$ cat config.mk
export PLATFORM = sky130hd
export DESIGN_NAME = pwm_timer
export DESIGN_NICKNAME = d
export VERILOG_FILES = /design/src/rtl/pwm_timer_pkg.sv /design/src/rtl/pwm_timer_regs.sv /design/src/rtl/pwm_timer_count.sv /design/src/rtl/pwm_timer_chan.sv /design/src/rtl/pwm_timer.sv
export SDC_FILE = /design/constraint.sdc
export NUM_CORES = 1
export LEC_CHECK = 0
export BUFFER_PORTS_ARGS = -buffer_cell sky130_fd_sc_hd__buf_2
export CORE_MARGIN = 4
export CORE_UTILIZATION = 30
export CTS_BUF_LIST = sky130_fd_sc_hd__clkbuf_8
export CTS_CLUSTER_DIAMETER = 80
export DETAILED_ROUTE_END_ITERATION = 8
export GPL_TIMING_DRIVEN = 0
export PLACE_DENSITY = 0.53
export SLEW_MARGIN = 0
export SYNTH_ARGS = -nofsm -noshare
export SYNTH_HDL_FRONTEND = slang
export SYNTH_HIERARCHICAL = 1
export SYNTH_SLANG_ARGS = --single-unit
$ cat constraint.sdc
create_clock -name clk -period 4.98 [get_ports clk]
set_input_delay 0.498 -clock clk [delete_from_list [all_inputs] [get_ports clk]]
set_output_delay 0.498 -clock clk [all_outputs]
set_load 0.05 [all_outputs]
$ cat src/rtl/pwm_timer_pkg.sv
package pwm_timer_pkg;

    localparam int ADDR_W = 4;

    // write-port address map
    localparam logic [ADDR_W-1:0] A_CTRL    = 4'd0;
    localparam logic [ADDR_W-1:0] A_PSC     = 4'd1;
    localparam logic [ADDR_W-1:0] A_PER     = 4'd2;
    localparam logic [ADDR_W-1:0] A_FORCE   = 4'd3;
    localparam logic [ADDR_W-1:0] A_FLAGCLR = 4'd4;
    localparam logic [ADDR_W-1:0] A_CMP0    = 4'd8;
    localparam logic [ADDR_W-1:0] A_CFG0    = 4'd12;

    // channel output mode codes
    localparam logic [2:0] OM_FORCE_ON = 3'b101;
    localparam logic [2:0] OM_BELOW    = 3'b110;
    localparam logic [2:0] OM_ABOVE    = 3'b111;

    typedef struct packed {
        logic gate;     // bit4 main output gate
        logic center;   // bit3 center-aligned counting
        logic single;   // bit2 one-pulse
        logic per_buf;  // bit1 period buffering
        logic run;      // bit0 count enable
    } ctrl_t;

    typedef struct packed {
        logic       cmp_buf; // bit5
        logic       pin_en;  // bit4
        logic       inv;     // bit3
        logic [2:0] mode;    // bits 2:0
    } chcfg_t;

    typedef enum logic { PH_RISE = 1'b0, PH_FALL = 1'b1 } phase_e;

endpackage

$ cat src/rtl/pwm_timer_regs.sv
module pwm_timer_regs
    import pwm_timer_pkg::*;
#(
    parameter int CNT_W = 16,
    parameter int PSC_W = 16,
    parameter int NCH   = 4,
    parameter int DW    = 16
) (
    input  logic                      clk,
    input  logic                      rst_n,
    input  logic                      wr_en,
    input  logic [ADDR_W-1:0]         wr_addr,
    input  logic [DW-1:0]             wr_data,
    input  logic                      uev,
    input  logic                      single_stop,
    output ctrl_t                     ctrl,
    output logic [PSC_W-1:0]          psc_act,
    output logic [CNT_W-1:0]          per_act,
    output logic [NCH-1:0][CNT_W-1:0] cmp_act,
    output chcfg_t [NCH-1:0]          cfg,
    output logic                      flag
);

    localparam int CTRL_W = $bits(ctrl_t);
    localparam int CFG_W  = $bits(chcfg_t);

    typedef struct packed {
        ctrl_t                     ctrl;
        logic [PSC_W-1:0]          psc_hold;
        logic [PSC_W-1:0]          psc_act;
        logic [CNT_W-1:0]          per_hold;
        logic [CNT_W-1:0]          per_act;
        logic [NCH-1:0][CNT_W-1:0] cmp_hold;
        logic [NCH-1:0][CNT_W-1:0] cmp_act;
        chcfg_t [NCH-1:0]          cfg;
        logic                      flag;
    } regs_t;

    regs_t r_d, r_q;

    always_comb begin
        r_d = r_q;
        if (wr_en) begin
            if (wr_addr == A_CTRL)
                r_d.ctrl = ctrl_t'(wr_data[CTRL_W-1:0]);
            if (wr_addr == A_PSC)
                r_d.psc_hold = wr_data[PSC_W-1:0];
            if (wr_addr == A_PER) begin
                r_d.per_hold = wr_data[CNT_W-1:0];
                if (!r_q.ctrl.per_buf)
                    r_d.per_act = wr_data[CNT_W-1:0];
            end
            if (wr_addr == A_FLAGCLR && wr_data[0])
                r_d.flag = 1'b0;
        end
        for (int ch = 0; ch < NCH; ch++) begin
            if (wr_en && wr_addr == (A_CMP0 + ADDR_W'(ch))) begin
                r_d.cmp_hold[ch] = wr_data[CNT_W-1:0];
                if (!r_q.cfg[ch].cmp_buf)
                    r_d.cmp_act[ch] = wr_data[CNT_W-1:0];
            end
            if (wr_en && wr_addr == (A_CFG0 + ADDR_W'(ch)))
                r_d.cfg[ch] = chcfg_t'(wr_data[CFG_W-1:0]);
        end
        if (single_stop)
            r_d.ctrl.run = 1'b0;
        // update event: copy holding values (including a same-cycle write)
        if (uev) begin
            r_d.psc_act = r_d.psc_hold;
            r_d.per_act = r_d.per_hold;
            for (int ch = 0; ch < NCH; ch++)
                r_d.cmp_act[ch] = r_d.cmp_hold[ch];
            r_d.flag = 1'b1;
        end
    end

    always_ff @(posedge clk or negedge rst_n) begin
        if (!rst_n) r_q <= '0;
        else        r_q <= r_d;
    end

    assign ctrl    = r_q.ctrl;
    assign psc_act = r_q.psc_act;
    assign per_act = r_q.per_act;
    assign cmp_act = r_q.cmp_act;
    assign cfg     = r_q.cfg;
    assign flag    = r_q.flag;

endmodule

$ cat src/rtl/pwm_timer_count.sv
module pwm_timer_count
    import pwm_timer_pkg::*;
#(
    parameter int CNT_W = 16,
    parameter int PSC_W = 16
) (
    input  logic             clk,
    input  logic             rst_n,
    input  logic             run,
    input  logic             center,
    input  logic             single,
    input  logic             force_upd,
    input  logic [PSC_W-1:0] psc_act,
    input  logic [CNT_W-1:0] per_act,
    output logic [CNT_W-1:0] cnt,
    output logic             cnt_uev,
    output logic             single_stop
);

    typedef struct packed {
        logic [PSC_W-1:0] div;
        logic [CNT_W-1:0] cnt;
        phase_e           phase;
    } cnt_t;

    cnt_t c_d, c_q;
    logic tick;

    always_comb begin
        c_d     = c_q;
        tick    = 1'b0;
        cnt_uev = 1'b0;
        if (run) begin
            if (c_q.div >= psc_act) begin
                c_d.div = '0;
                tick    = 1'b1;
            end else begin
                c_d.div = c_q.div + 1'b1;
            end
        end
        if (tick) begin
            if (!center) begin
                c_d.phase = PH_RISE;
                if (c_q.cnt >= per_act) begin
                    c_d.cnt = '0;
                    cnt_uev = 1'b1;
                end else begin
                    c_d.cnt = c_q.cnt + 1'b1;
                end
            end else if (c_q.phase == PH_RISE) begin
                if (c_q.cnt >= per_act) begin
                    if (per_act == '0) begin
                        c_d.cnt = '0;
                        cnt_uev = 1'b1;
                    end else begin
                        c_d.cnt   = c_q.cnt - 1'b1;
                        c_d.phase = PH_FALL;
                    end
                end else begin
                    c_d.cnt = c_q.cnt + 1'b1;
                end
            end else begin
                if (c_q.cnt <= CNT_W'(1)) begin
                    c_d.cnt   = '0;
                    c_d.phase = PH_RISE;
                    cnt_uev   = 1'b1;
                end else begin
                    c_d.cnt = c_q.cnt - 1'b1;
                end
            end
        end
        if (force_upd) begin
            c_d     = '0;
            cnt_uev = 1'b0;
        end
        single_stop = cnt_uev & single;
    end

    always_ff @(posedge clk or negedge rst_n) begin
        if (!rst_n) c_q <= '0;
        else        c_q <= c_d;
    end

    assign cnt = c_q.cnt;

endmodule

$ cat src/rtl/pwm_timer_chan.sv
module pwm_timer_chan
    import pwm_timer_pkg::*;
#(
    parameter int CNT_W = 16
) (
    input  logic [CNT_W-1:0] cnt,
    input  logic [CNT_W-1:0] cmp,
    input  chcfg_t           cfg,
    input  logic             gate,
    output logic             pin
);

    logic below;
    logic active;

    always_comb begin
        below = (cnt < cmp);
        unique case (cfg.mode)
            OM_BELOW:    active = below;
            OM_ABOVE:    active = ~below;
            OM_FORCE_ON: active = 1'b1;
            default:     active = 1'b0;
        endcase
        pin = (gate && cfg.pin_en) ? (active ^ cfg.inv) : 1'b0;
    end

endmodule

$ cat src/rtl/pwm_timer.sv
module pwm_timer
    import pwm_timer_pkg::*;
#(
    parameter int CNT_W = 16,
    parameter int PSC_W = 16,
    parameter int NCH   = 4,
    parameter int DW    = 16
) (
    input  logic              clk,
    input  logic              rst_n,
    input  logic              wr_en,
    input  logic [3:0]        wr_addr,
    input  logic [DW-1:0]     wr_data,
    output logic [NCH-1:0]    pwm_out,
    output logic              upd_flag,
    output logic [CNT_W-1:0]  cnt_val
);

    ctrl_t                     ctrl;
    logic [PSC_W-1:0]          psc_act;
    logic [CNT_W-1:0]          per_act;
    logic [NCH-1:0][CNT_W-1:0] cmp_act;
    chcfg_t [NCH-1:0]          cfg;
    logic                      force_upd;
    logic                      cnt_uev;
    logic                      single_stop;
    logic                      uev;
    logic                      run_q;
    logic                      single_q;
    logic                      gate_q;
    logic                      per_buf_q;

    assign force_upd = wr_en && (wr_addr == A_FORCE);
    assign uev       = force_upd | cnt_uev;
    assign run_q     = ctrl.run;
    assign single_q  = ctrl.single;
    assign gate_q    = ctrl.gate;
    assign per_buf_q = ctrl.per_buf;

    pwm_timer_regs #(.CNT_W(CNT_W), .PSC_W(PSC_W), .NCH(NCH), .DW(DW)) u_regs (
        .clk         (clk),
        .rst_n       (rst_n),
        .wr_en       (wr_en),
        .wr_addr     (wr_addr),
        .wr_data     (wr_data),
        .uev         (uev),
        .single_stop (single_stop),
        .ctrl        (ctrl),
        .psc_act     (psc_act),
        .per_act     (per_act),
        .cmp_act     (cmp_act),
        .cfg         (cfg),
        .flag        (upd_flag)
    );

    pwm_timer_count #(.CNT_W(CNT_W), .PSC_W(PSC_W)) u_count (
        .clk         (clk),
        .rst_n       (rst_n),
        .run         (ctrl.run),
        .center      (ctrl.center),
        .single      (ctrl.single),
        .force_upd   (force_upd),
        .psc_act     (psc_act),
        .per_act     (per_act),
        .cnt         (cnt_val),
        .cnt_uev     (cnt_uev),
        .single_stop (single_stop)
    );

    for (genvar ch = 0; ch < NCH; ch++) begin : g_chan
        pwm_timer_chan #(.CNT_W(CNT_W)) u_chan (
            .cnt  (cnt_val),
            .cmp  (cmp_act[ch]),
            .cfg  (cfg[ch]),
            .gate (ctrl.gate),
            .pin  (pwm_out[ch])
        );
    end

endmodule

== Yosys cells after proc, flatten, opt, wreduce, memory -nomap -nowiden ==
Cells that the tools add are included.

* Flip-flop bits (word level): 255
* Input bits: 23

* Add/sub/neg operators: 3
* $lt $le $gt $ge: 7
* Equal/unequal tests: 29
* Mux-type cells: 55
* Bitwise gates (word level): 10
* Reductions and logical operators: 35

{| class="wikitable"
|+ Operators by type and width
! operator !! number
|-
| 16-bit two-way mux || 21
|-
| 17-bit two-way mux || 4
|-
| 16-bit < comparator || 4
|-
| 32-bit two-way mux || 2
|-
| 64-bit two-way mux || 1
|-
| 3-bit equality test, second input constant || 12
|-
| 33-bit two-way mux || 1
|-
| 16-bit by 1-bit adder with 16-bit output, second input constant || 2
|-
| 4-bit equality test, second input constant || 8
|-
| 16-bit >= comparator || 2
|-
| 1-bit two-way mux || 22
|-
| 2-bit nonzero test || 11
|-
| 16-bit by 1-bit <= comparator with 1-bit output, second input constant || 1
|-
| 16-bit zero test || 1
|-
| 16-bit by 1-bit subtractor with 16-bit output, second input constant || 1
|-
| 1-bit logical AND || 14
|-
| 2-bit AND reduction || 7
|-
| 1-bit one-hot mux with 3 select lines || 4
|-
| 2-bit by 1-bit != test with 1-bit output, second input constant || 5
|-
| 4-bit by 2-bit equality test with 1-bit output, second input constant || 2
|-
| 4-bit by 1-bit equality test with 1-bit output, second input constant || 1
|-
| 4-bit by 3-bit equality test with 1-bit output, second input constant || 1
|-
| 4-bit zero test || 1
|-
| 1-bit inverter || 4
|-
| other kinds (4) || 7
|}

== Longest topological paths before layout ==
* Depth in word-level cells: 10
* Mapped depth: 17
* Mapped depth without buffers: 12

== Cells and area by module ==
Netlist, hierarchy kept.

{| class="wikitable"
|+ Modules (own cells, without submodules)
! module !! times used !! cells an instance !! area an instance (um^2) !! seq. area each (um^2)
|-
| pwm_timer_regs || 1 || 1014 || 10621.4 || 5555.3
|-
| pwm_timer_count || 1 || 418 || 3428.3 || 825.8
|-
| pwm_timer_chan || 4 || 62 || 476.7 || 0.0
|-
| pwm_timer || 1 || 3 || 22.5 || 0.0
|}

== Worst setup path before layout ==
Ideal clock, no wire load.

* Path kind: reg-to-reg
* Start: reg u_count.c_q (netlist bit u_count/cnt[13])
* End: reg u_regs.r_q (netlist bit u_regs/cmp_act[46])
* Arrival: 3.093 ns
* Required time: 4.886 ns
* Path slack: 1.793 ns
* Stages on the path, launching flop included: 15
* Path buffers: 3
* Period minus slack after synthesis: 3.187 ns
* Path through: dfrtp_1 -> ha_1 -> nand4_1 -> nor3_1 -> nand3_1 -> and3_1 -> nor2_1 -> nor3_2 -> a41o_1 -> buf_2 -> inv_1 -> buf_2 -> clkbuf_1 -> a211oi_1 -> a211oi_1

* Longest elaborated chain between the ends: 9
* Elaborated cells between the ends (all ways): 14
* Classes of those cells: 2 x order compare; 1 x eq/ne; 8 x mux; 1 x bitwise; 2 x reduce/logical

{| class="wikitable"
|+ Ends and longest elaborated chain
! element !! RTL line !! text
|-
| start: declaration || pwm_timer_count.sv:26 || <nowiki>cnt_t c_d, c_q;</nowiki>
|-
| start signal: assignment || pwm_timer_count.sv:80 || <nowiki>if (!rst_n) c_q <= '0;</nowiki>
|-
| start signal: assignment || pwm_timer_count.sv:81 || <nowiki>else c_q <= c_d;</nowiki>
|-
| 16-bit >= comparator / 16-bit by 1-bit <= comparator with 1-bit output (equally long branches) || pwm_timer_count.sv:44, pwm_timer_count.sv:51, pwm_timer_count.sv:63 ||
|-
| 1-bit two-way mux (on tied branches) || pwm_timer_count.sv:51, pwm_timer_count.sv:63 ||
|-
| 1-bit two-way mux || pwm_timer_count.sv:50 || <nowiki>end else if (c_q.phase == PH_RISE) begin</nowiki>
|-
| 1-bit two-way mux * || pwm_timer_count.sv:42 || <nowiki>if (!center) begin</nowiki>
|-
| 1-bit two-way mux * || pwm_timer_count.sv:41 || <nowiki>if (tick) begin</nowiki>
|-
| 1-bit two-way mux * || pwm_timer_count.sv:72 || <nowiki>if (force_upd) begin</nowiki>
|-
| net cnt_uev || pwm_timer.sv:25 || <nowiki>logic cnt_uev;</nowiki>
|-
| 1-bit bitwise OR * || pwm_timer.sv:34 || <nowiki>assign uev = force_upd | cnt_uev;</nowiki>
|-
| net uev || pwm_timer.sv:27 || <nowiki>logic uev;</nowiki>
|-
| 2-bit by 1-bit != test with 1-bit output (no source line) / 2-bit nonzero test (equally long branches) || - ||
|-
| 2-bit AND reduction (no source line) || - ||
|-
| end signal: assignment || pwm_timer_regs.sv:79 || <nowiki>else r_q <= r_d;</nowiki>
|-
| end: declaration || pwm_timer_regs.sv:39 || <nowiki>regs_t r_d, r_q;</nowiki>
|}

Mark *: on every way through the listed nets, which the timed path passes. The rest lies on a longest branch.
A chain may end at the register's enable or synchronous reset.

== Worst setup path in the final report ==
Same ends and word-level chain as after synthesis.

==> reports/results.ini <==
[min_path]
min_from=wr_data[5]
min_delay_worst_endpoint=u_regs/per_act[5]$_DFFE_PN0P_
hp-class=in2reg
holdPathStages=3

[routing]
drtIter0Drc=1457
num_vias=13460
route.detailed.vias_per_inst=5.410
post_drt_wl_per_cell_um=21.33
postRouteAntennaNets=0
detail_route.drc_violations=0
dr.pass1.iters=8
routed_wl_um=53060

[grt]
grt_max_degree=103
grt_usage_pct=18.41
grt_pass1_wl_um=81350
antenna_found_initial=4
number_of_global_route_vias_before_repair=13520
overflow=0

[cells_and_area]
nNetsFinal=1885
postLayoutCellArea_um2=18020
filler_cell_count=5460
drive_above_1_share_pct=21.70
flow.area_growth_from_synthesis_pct=13.03

[timing]
worst-slew-pin-transition_ns=1.051
min_period_ns=4.497
skew_ns=0.02552
slew_violations=0
final-hold-violation-count=0
min_period_over_period_pct=90.29
rsz0062_at_grt=false
finalSetupViolCount=0
max_clock_freq_ghz=0.2224
timing.max_slew.rel_slack_pct=29.91
fin_worst_hold_slack_ns=0.2715

[critical_path]
timing.critical_path.fanout_max=10
ff2ff_setup_slack_ns=0.48
ff2ff_path_depth=14
worstSetupPathType=reg2reg
critical_path_required_ns=5.50
worst_setup_path_start_kind=flip-flop
critical_path.endpoint_type=flip-flop
regToRegEndpoint=u_regs/cmp_act[46]$_DFFE_PN0P_
worst-endpoint-arrival_ns=5.01
worst_r2r_startpoint=u_count/cnt[13]$_DFFE_PN0P_

[pwr]
peakVddDrop_mv=0.1996
p_leak_nw=8.422
powerDensity_nw_per_um2=454.8

[floorplan]
die_area_um2=56890
die_y_um=238.5
die_w_um=238.5
initial_core_util_pct=30.34
core_region_area_um2=52550
number_of_primary_i_o_pins=44
total_number_of_placement_rows=84

[synth]
synthesis.area_um2=15940
number_of_warnings_issued_by_yosys=6
synth_nets=1797
syn_area_per_cell_um2=9.500
syn_inst=1678

[clock_network]
cts_htree_levels=2
postCtsSetupRepairBufs=0
numClockSinks=255
cts-buffers-inserted=49
clock_tree_buffer_depth=3
cts_tree=built
clk_pin_slew_ns=0.06
root_buffer=sky130_fd_sc_hd__clkbuf_8
worst_skew_pair_latency_ns=0.63

[place]
detailed_place.area_um2=17040
port_buffers=34
place_hpwl_um=38320
gpl.final_weighted_congestion=0.8750

[flow_run]
drv.max_cap_violation_count=0

[run_status]
run_status=completed

==> cell type report <==
| type | count | area (µm²) | area share, % |
|---|---|---|---|
| clock buffer | 61 | 839.6 | 4.659 |
| antenna | 3 | 7.507 | 0.04166 |
| clock inverter | 21 | 123.9 | 0.6875 |
| inverter | 182 | 683.2 | 3.791 |
| timing repair buffer | 37 | 245.2 | 1.361 |
| buffer | 248 | 1610 | 8.937 |
| sequential | 255 | 6381 | 35.41 |
| tap | 688 | 860.8 | 4.777 |
| multi-input combinational | 993 | 7267 | 40.33 |
==> worst max-delay path, stage by stage, from the launching register on <==
cell                       delay (ns)
sky130_fd_sc_hd__dfrtp_1         0.52
sky130_fd_sc_hd__ha_1            0.38
sky130_fd_sc_hd__nand4_1         0.17
sky130_fd_sc_hd__nor3_1          0.31
sky130_fd_sc_hd__nand3_1         0.17
sky130_fd_sc_hd__and3_1          0.26
sky130_fd_sc_hd__nor2_1          0.59
sky130_fd_sc_hd__nor3_2          0.16
sky130_fd_sc_hd__a41o_1          0.26
sky130_fd_sc_hd__buf_2           0.20
sky130_fd_sc_hd__inv_1           0.16
sky130_fd_sc_hd__buf_2           0.28
sky130_fd_sc_hd__clkbuf_1        0.56
sky130_fd_sc_hd__a211oi_1        0.11
sky130_fd_sc_hd__a211oi_1        0.25
==> power by group <==
part	internal [mW]	total [mW]	switching, mW	leakage (nW)
Combinational	1.40	3.12	1.72	4.81
Sequential	2.63	2.99	0.361	3.07
Clock	1.14	2.08	0.939	0.545
==> stage by stage <==
stage / setup slack (ns) / power [mW] / setup TNS [ns] / instances / util, %
2_1_floorplan: 1.793 / 5.252 / 0 / 1678 / -
3_3_place_gp: -1.482 / 6.038 / -370.55 / 2400 / 32.30
3_5_place_dp: 0.5998 / 6.121 / 0 / 2402 / 32.42
4_1_cts: 0.5594 / 8.272 / 0 / 2485 / 34.27
5_1_grt: 0.1926 / 8.784 / 0 / 2486 / 34.28
6_report: 0.4834 / 8.195 / 0 / 2488 / 34.29
==> registers in the layout, summed over array words and instances, names as in the netlist <==
register and flops:
u_regs/r_q 96, u_regs/flag 1, u_regs/ctrl 5, u_regs/cmp_act 64, u_regs/cfg 24, u_regs/psc_act 16
u_count/c_q 17, u_count/cnt 16, u_regs/per_act 16
==> worst max path at each step <==
stage / start / end / cells after the start / slack (ns)
6_report: u_count/cnt[13]$_DFFE_PN0P_ / u_regs/cmp_act[46]$_DFFE_PN0P_ / 14 / 0.48
5_1_grt: u_count/cnt[13]$_DFFE_PN0P_ / u_regs/cmp_act[46]$_DFFE_PN0P_ / 14 / 0.19
4_1_cts: u_count/cnt[13]$_DFFE_PN0P_ / u_regs/cmp_act[46]$_DFFE_PN0P_ / 14 / 0.56
3_5_place_dp: u_count/cnt[13]$_DFFE_PN0P_ / u_regs/cmp_act[46]$_DFFE_PN0P_ / 14 / 0.60
3_3_place_gp: rst_n / u_count/cnt[6]$_DFFE_PN0P_ / 1 / -1.48
2_1_floorplan: u_count/cnt[13]$_DFFE_PN0P_ / u_regs/cmp_act[46]$_DFFE_PN0P_ / 14 / 1.79
==> repair_timing <==
| action | 4_1_cts | 5_1_grt |
|---|---|---|
| gates resized for setup | 0 | 0 |
| hold buffers | 1 | 0 |
| hold endpoints to repair | 72 | 0 |
==> metal layers <==
metal / wire length, µm / GRT usage, % / vias to the layer above / part of all wire [%]
met4: 2382 / 8.056 / 4 / 4.5
li1: - / - / 6154 / -
met5: 27 / 0 / - / 0.051
met1: 22990 / 24.21 / 6667 / 43
met2: 23520 / 28.46 / 502 / 44
met3: 4137 / 5.099 / 132 / 7.8
==> cells in the final DEF (no fill, tap or decap), types with 11 or more instances in the layout <==
| master | count |
|---|---|
| sky130_fd_sc_hd__dfrtp_1 | 255 |
| sky130_fd_sc_hd__inv_1 | 196 |
| sky130_fd_sc_hd__buf_4 | 139 |
| sky130_fd_sc_hd__o21ai_0 | 120 |
| sky130_fd_sc_hd__ha_1 | 96 |
| sky130_fd_sc_hd__nor2_1 | 77 |
| sky130_fd_sc_hd__a211oi_1 | 77 |
| sky130_fd_sc_hd__buf_2 | 67 |
| sky130_fd_sc_hd__clkbuf_8 | 63 |
| sky130_fd_sc_hd__clkbuf_1 | 62 |
| sky130_fd_sc_hd__nand3_1 | 58 |
| sky130_fd_sc_hd__mux2_2 | 58 |
| sky130_fd_sc_hd__a21oi_1 | 53 |
| sky130_fd_sc_hd__nand2_1 | 47 |
| sky130_fd_sc_hd__nor4_1 | 42 |
| sky130_fd_sc_hd__nor3_1 | 30 |
| sky130_fd_sc_hd__a222oi_1 | 29 |
| sky130_fd_sc_hd__and3_1 | 23 |
| sky130_fd_sc_hd__a211o_1 | 16 |
| sky130_fd_sc_hd__or4_1 | 16 |
| sky130_fd_sc_hd__a31oi_1 | 16 |
| sky130_fd_sc_hd__nand4_1 | 15 |
| sky130_fd_sc_hd__o311a_1 | 15 |
| sky130_fd_sc_hd__a21o_1 | 12 |
| sky130_fd_sc_hd__nand2b_1 | 11 |
| sky130_fd_sc_hd__nor3b_1 | 11 |
No activity file was read; power rests on OpenSTA's default activity.
